File: config.mk
export PLATFORM = sky130hd
export DESIGN_NAME = core_irq_router
export DESIGN_NICKNAME = d
export VERILOG_FILES = /design/src/rtl/core_irq_router.sv
export SDC_FILE = /design/constraint.sdc
export NUM_CORES = 1
export LEC_CHECK = 0
export ABC_CLOCK_PERIOD_IN_PS = 1800
export BUFFER_PORTS_ARGS = -buffer_cell sky130_fd_sc_hd__buf_2
export CAP_MARGIN = 20
export CORE_MARGIN = 2
export CORE_UTILIZATION = 40
export CTS_BUF_LIST = sky130_fd_sc_hd__clkbuf_16
export DETAILED_ROUTE_END_ITERATION = 10
export PLACE_DENSITY = 0.71
export SETUP_SLACK_MARGIN = 0.15
export SYNTH_ARGS = -nofsm -noshare
export SYNTH_HDL_FRONTEND = slang
export SYNTH_SLANG_ARGS = --single-unit
File: constraint.sdc
create_clock -name clk -period 1.8 [get_ports clk]
set_clock_uncertainty 0.05 [all_clocks]
set_input_delay 0.09 -clock clk [delete_from_list [all_inputs] [get_ports clk]]
set_output_delay 0.09 -clock clk [all_outputs]
set_load 0.005 [all_outputs]
File: src/rtl/core_irq_router.sv
module core_irq_router #(
  parameter int ADDR_W = 8,
  parameter int DATA_W = 32
) (
  input  logic              clk,
  input  logic              rst_n,
  input  logic              bus_valid,
  input  logic              bus_write,
  input  logic [ADDR_W-1:0] bus_addr,
  input  logic [DATA_W-1:0] bus_wdata,
  output logic [DATA_W-1:0] bus_rdata,
  input  logic [15:0]       timer_lvl,
  input  logic [15:0]       mailbox_lvl,
  input  logic              gpu_lvl,
  input  logic              pmu_lvl,
  output logic [3:0]        irq_out,
  output logic [3:0]        fiq_out
);
  localparam int NC = 4;
  localparam int PW = 10;
  localparam logic [ADDR_W-1:0] A_ROUTE = ADDR_W'(8'h0C);
  localparam logic [ADDR_W-1:0] A_PSET  = ADDR_W'(8'h10);
  localparam logic [ADDR_W-1:0] A_PCLR  = ADDR_W'(8'h14);

  logic [3:0]             gpu_route;
  logic [NC-1:0]          pmu_en;
  logic [NC-1:0][7:0]     tmr_ctl;
  logic [NC-1:0][7:0]     mbx_ctl;
  logic [NC-1:0][PW-1:0]  irq_pend;
  logic [NC-1:0][PW-1:0]  fiq_pend;
  logic [DATA_W-1:0]      rd_mux;

  wire wr_stb = bus_valid & bus_write;
  wire rd_stb = bus_valid & ~bus_write;
  wire unused_wdata = ^bus_wdata[DATA_W-1:8];

  always_ff @(posedge clk or negedge rst_n) begin
    if (!rst_n) begin
      gpu_route <= '0;
      pmu_en    <= '0;
      tmr_ctl   <= '0;
      mbx_ctl   <= '0;
    end else if (wr_stb) begin
      if (bus_addr == A_ROUTE) gpu_route <= bus_wdata[3:0];
      if (bus_addr == A_PSET)  pmu_en <= pmu_en | bus_wdata[NC-1:0];
      if (bus_addr == A_PCLR)  pmu_en <= pmu_en & ~bus_wdata[NC-1:0];
      for (int c = 0; c < NC; c++) begin
        if (bus_addr == ADDR_W'(8'h40 + 4 * c)) tmr_ctl[c] <= bus_wdata[7:0];
        if (bus_addr == ADDR_W'(8'h50 + 4 * c)) mbx_ctl[c] <= bus_wdata[7:0];
      end
    end
  end

  for (genvar c = 0; c < NC; c++) begin : g_core
    wire [3:0] tl = timer_lvl[4*c +: 4];
    wire [3:0] ml = mailbox_lvl[4*c +: 4];
    wire [3:0] t_fiq = tmr_ctl[c][7:4];
    wire [3:0] m_fiq = mbx_ctl[c][7:4];

    assign irq_pend[c] = {pmu_lvl & pmu_en[c],
                          gpu_lvl & (gpu_route[1:0] == 2'(c)),
                          ml & mbx_ctl[c][3:0] & ~m_fiq,
                          tl & tmr_ctl[c][3:0] & ~t_fiq};
    assign fiq_pend[c] = {1'b0,
                          gpu_lvl & (gpu_route[3:2] == 2'(c)),
                          ml & m_fiq,
                          tl & t_fiq};
    assign irq_out[c] = |irq_pend[c];
    assign fiq_out[c] = |fiq_pend[c];
  end

  always_comb begin
    rd_mux = '0;
    if (bus_addr == A_ROUTE) rd_mux = DATA_W'(gpu_route);
    if (bus_addr == A_PSET || bus_addr == A_PCLR) rd_mux = DATA_W'(pmu_en);
    for (int c = 0; c < NC; c++) begin
      if (bus_addr == ADDR_W'(8'h40 + 4 * c)) rd_mux = DATA_W'(tmr_ctl[c]);
      if (bus_addr == ADDR_W'(8'h50 + 4 * c)) rd_mux = DATA_W'(mbx_ctl[c]);
      if (bus_addr == ADDR_W'(8'h60 + 4 * c)) rd_mux = DATA_W'(irq_pend[c]);
      if (bus_addr == ADDR_W'(8'h70 + 4 * c)) rd_mux = DATA_W'(fiq_pend[c]);
    end
  end

  always_ff @(posedge clk or negedge rst_n) begin
    if (!rst_n)      bus_rdata <= '0;
    else if (rd_stb) bus_rdata <= rd_mux;
  end
endmodule


---- Yosys cells after proc, flatten, opt, wreduce, memory -nomap -nowiden ----
Index checks and enable logic that the tools add are counted.
cells by class
  eq/ne operators ......................... 25
  muxes and demuxes ....................... 20
  bitwise gates (word level) .............. 50
  reductions and logical operators ........ 22
operator list
  kind                  count
  $mux W32              17
  $eq A8 B7 Y1 const B  16
  $and A4 B4 Y4         25
  $reduce_or A10 Y1     4
  $not A4 Y4            9
  $reduce_or A9 Y1      4
  $reduce_and A2 Y1     10
  $eq A8 B5 Y1 const B  2
  $and A1 B1 Y1         14
  $mux W4               3
  $eq A2 B2 Y1 const B  4
  $eq A8 B4 Y1 const B  1
  $eq A2 B1 Y1 const B  2
  $logic_not A2 Y1      2
  $or A4 B4 Y4          1
  $reduce_bool A2 Y1    1
  $logic_or A1 B1 Y1    1
  $not A1 Y1            1
storage, ports and cells
  bits in registers ....................... 104
  input bits .............................. 78
  output and inout bits ................... 40
  logic and storage cells ................. 128

---- Depth between registers and ports, before layout ----
  depth after elaboration ................. 19
  gate-level depth with buffers ........... 8
  mapped depth without buffers ............ 6

---- Least setup slack after synthesis ----
OpenSTA, ideal clock, no wires.
  kind .................................... input-to-reg
  from .................................... input bus_addr[7]
  to ...................................... register mbx_ctl, in the netlist g_core[0].m_fiq[0]
  arrival time ............................ 1676 ps
  data required time ...................... 1625 ps
  path slack .............................. -50 ps
  stages on the path ...................... 7
  path buffers ............................ 3
  path through ............................ buf_2 nand2b_1 buf_6 or3_1 buf_4 nor3_4 mux2_2
between the ends
  word-level cells in the longest chain between the ends .. 2
RTL lines
  element                             RTL line  source
  start: declaration                  9         input logic [ADDR_W-1:0] bus_addr,
  $eq A8 B7 Y1                        49        if (bus_addr == ADDR_W'(8'h50 + 4 * c)) mbx_ctl[c] <= bus_wdata[7:0];
  $reduce_and A2 Y1 (no source line)  --
  end signal: indexed assignment      49
  end: declaration                    28        logic [NC-1:0][7:0] mbx_ctl;
Every way passes these cells.
A chain may end at the register's enable or synchronous reset.

---- Final worst setup path ----
  from .................................... register mbx_ctl[24] (netlist bit)
  to ...................................... output irq_out[3]
between the ends
  word-level cells in the longest chain between the ends .. 3
RTL lines
  element                     RTL line  source
  $and A4 B4 Y4 (2 in a row)  62        ml & mbx_ctl[c][3:0] & ~m_fiq,
  $reduce_or A10 Y1           68        assign irq_out[c] = |irq_pend[c];
  end: declaration            16        output logic [3:0] irq_out,
Every way passes these cells.

==> key figures <==
Logic synthesis
  • Cells after Synth: 630
  • Mapped Area: 5740 µm²
  • Post-synth EDFFs: 0
  • Mapped Avg Cell Area: 9.12 µm²
  • Synth warn: 0
  • Commonest register cell after synthesis: dfrtp_1
  • Cell taking the most area after synthesis: dfrtp_1
  • Cell variety after synth: 74
  • Sequential share of the synthesized area: 35.7%
  • FFs w/ async S/R, synth: 100%
  • FF+latch count, synth: 82
  • Post-synth top area share: 35.7%
  • Area contributors post-synth: dfrtp_1 36%, mux2_2 13%, nand2_1 4.7%

Power and ir drop
  • Power Density: 576 nW/µm²
  • Sw frac: 28.5%
  • Pint: 3370 µW
  • Net Sw Power: 1340 µW
  • Sequential Power Share: 41.8%
  • Clk pwr share: 37.9%
  • Final Power: 4710 µW
  • Peak supply drop: 0.000476 V
  • Pleak: 0.00369 µW
  • Combinational power share: 20.3%

Status
  • Failing checks: negative setup slack
  • Outcome: finished, violations left

Placement
  • Port bufs: 71
  • DP HPWL: 18100 µm
  • GPL Wtd Cong: 1.08
  • Pre-CTS setup slack: -304 ps

Floorplan
  • Core Box Area: 13900 µm²
  • Initial Utilization: 41.2%
  • Die Ht: 124 µm
  • Die width: 124 µm
  • Row count: 43
  • Die ar.: 15300 µm²
  • I/O pin count: 118

Timing
  • Worst Slack Setup Final: -87.7 ps
  • Final setup TNS: -134 ps
  • Shortest period the worst path allows: 1890 ps
  • Final period utilization: 105%
  • RSZ-0062 raised after global routing: yes
  • Final Hold Viols: 0
  • Fin. max-slew vios: 0
  • Fmax achieved: 0.530 GHz
  • Setup violations, final: 2

Finish
  • Synth-to-layout area growth: 42.4%
  • Share of layout cells above drive strength 1: 46.0%
  • Filler instances: 1232
  • Nets: 910
  • N_diodes: 0

Run
  • # Max-Cap Violations: 0

Setup path
  • Flop2flop setup slack: 20 ps
  • R2r worst-path depth: 7
  • WP buf/inv: 1
  • CP Capture Type: output pin
  • Crit path DAT: 1750 ps
  • Setup Crit Path Kind: flip-flop to output pin
  • CP peak stage delay: 420 ps
  • Slowest cell on crit path: dfrtp_1
  • Startpoint Class: flip-flop
  • CP cell instances: nor2b_4 -> a221oi_2 -> nand4_1 -> a211o_1 -> buf_2
  • Max FO, Critical Path: 3
  • Crit-path leading delay family: compound AO/OA/AOI/OAI gates
  • RR Endpoint: bus_rdata[4]
  • Critical path required time: 1660 ps
  • Reg-to-reg startpoint: g_core[0].m_fiq[0]

Worst hold path
  • Hold path start: pmu_lvl
  • Worst Hold Depth: 3
  • Hold Crit Endpoint: bus_rdata[9]
  • Type of the worst min-delay path: input pin to flip-flop

Route
  • Via count: 6268
  • Router iterations before antenna repair: 7
  • DR iter-0 viols: 847
  • Vias/cell: 6.18
  • Drt drc: 0
  • Final ANT Viol Nets: 0
  • Drt wl/cell: 23.6 µm
  • DRT Wirelength: 23900 µm

Clock network
  • Cts bufs inserted: 9
  • CTS max path bufs: 2
  • Clk root buf: clkbuf_16
  • Worst-path clk slew: 60 ps
  • CTS H-Tree Depth: 3
  • TritonCTS clock tree: yes
  • Clk sink count: 82
  • Skew-Pair Late Insertion Delay: 350 ps

Global routing
  • Total grt overflow: 0
  • Number of global-route vias before repair: 6134
  • Pin count of the biggest net entering global routing: 44
  • Initial antenna violation count: 0
  • First-pass GRT wire length: 36100 µm
  • Global Route Usage Sum: 32.2%
[layer usage]
layer  wire length [µm]  vias up  global-route usage [%]  share of wire (%)
li1                   -     2721                       -                  -
met1               9960     3095                    42.8                 42
met2              11000      390                    51.7                 46
met3               2050       62                    6.04                8.6
met4                879        0                    12.9                3.7
met5                  0        -                       0                  0
[synth_stat cells (all sizes together) (7+ instances only)]
cell type and n:
nand2b 7, mux2 64, a211oi 7, nand4 10, a221oi 7, a31oi 12, a2bb2oi 7, nor2b 10
dfrtp 82, nand2 72, nand3 14, clkbuf 16, a21oi 33, nand3b 22, a22oi 10, o22ai 14
nor3 10, o21ai 41, buf 46, nor2 37, inv 16
[timing repair]
item | 4_1_cts | 5_1_grt
resized for setup | 52 | 37
hold endpoints to repair | 68 | 0
pin swaps | 34 | 25
endpoints found under the setup margin | 13 | 21
hold buffers | 1 | 0
buffers inserted | 19 | 8
[logic make-up (layout without fill, tap and decap cells)]
| kind of cell | count (synthesis) | in the layout | share of synthesized area (%) |
|---|---|---|---|
| AND/OR/NAND/NOR | 214 | 214 | 21.4 |
| AO/OA/AOI/OAI | 181 | 181 | 21.2 |
| flip-flops | 82 | 82 | 35.7 |
| buffers and inverters | 78 | 262 | 7.19 |
| multiplexers | 70 | 70 | 13.8 |
| XOR/XNOR | 4 | 4 | 0.610 |
| other | 1 | 22 | 0.0653 |
[power by group through the flow]
stage | clock [µW] | sequential, µW | combinational, µW
floorplan | 0 | 1980 | 427
global placement | 0 | 2000 | 839
detailed placement | 0 | 2000 | 849
CTS | 1810 | 1970 | 902
global route | 1900 | 1980 | 1010
finish | 1790 | 1970 | 954
[sequential cells by signal, indices dropped and copies added, names as in the netlist, named ones only]
register      flops
bus_rdata        10
mbx_ctl          16
g_core.m_fiq     16
g_core.t_fiq     16
tmr_ctl          16
gpu_route         4
[worst register-to-register path, cell delays in order (launching register included)]
cell and delay [ps]:
dfrtp_1 400, and3b_2 270, o21ai_1 70, a221oi_2 310, buf_4 180, a221oi_2 50
o221a_2 260, o21ai_2 120
[how the worst max path moves through the flow]
stage | from | endpoint | slack (ps) | cells past startpoint
2_1_floorplan | bus_addr[7] | g_core[0].m_fiq[0] | -10 | 7
5_1_grt | mbx_ctl[24] | irq_out[3] | -140 | 5
3_5_place_dp | bus_addr[5] | bus_rdata[0] | -300 | 9
3_3_place_gp | bus_addr[5] | bus_rdata[0] | -280 | 9
4_1_cts | mbx_ctl[24] | irq_out[3] | -120 | 5
6_report | mbx_ctl[24] | irq_out[3] | -90 | 5
[cell type report]
cell class                      count  area [µm²]  share of cell area, %
Clock buffer                        9         225                   2.75
Clock inverter                      5        47.5                  0.581
Inverter                           16        63.8                  0.780
Multi-Input combinational cell    491        3830                   46.8
Sequential cell                    82        2060                   25.2
Tap cell                          180         225                   2.75
Timing Repair Buffer              232        1730                   21.1
[metrics by stage]
step                      hold WS (ps)  cell area [µm²]  util [%]  std cells
after floorplan                   -256             6020         -        651
after CTS                         1.09             7970      57.2       1007
final                             8.52             8180      58.7       1015
after detailed placement         -19.7             7320      52.6        973
after global placement           -25.7             7320      52.6        973
after global routing              43.9             8180      58.7       1015
[cell usage in the layout (no fill, tap or decap), types with 7 or more instances in the layout]
master / synthesis / routed
a21oi_1: 33 / 29
a22oi_1: 10 / 7
a31oi_1: 12 / 10
buf_12: 0 / 9
buf_2: 18 / 69
buf_4: 24 / 141
buf_6: 1 / 11
clkbuf_16: 0 / 9
conb_1: 1 / 22
dfrtp_1: 82 / 76
inv_1: 16 / 15
mux2_2: 64 / 27
mux2_4: 0 / 37
nand2_1: 72 / 64
nand3_1: 14 / 11
nand3b_1: 22 / 22
nand4_1: 10 / 10
nor2_1: 31 / 31
nor2b_1: 10 / 8
o21ai_0: 41 / 32
o22ai_1: 14 / 12
(Power assumes the default switching activity.)
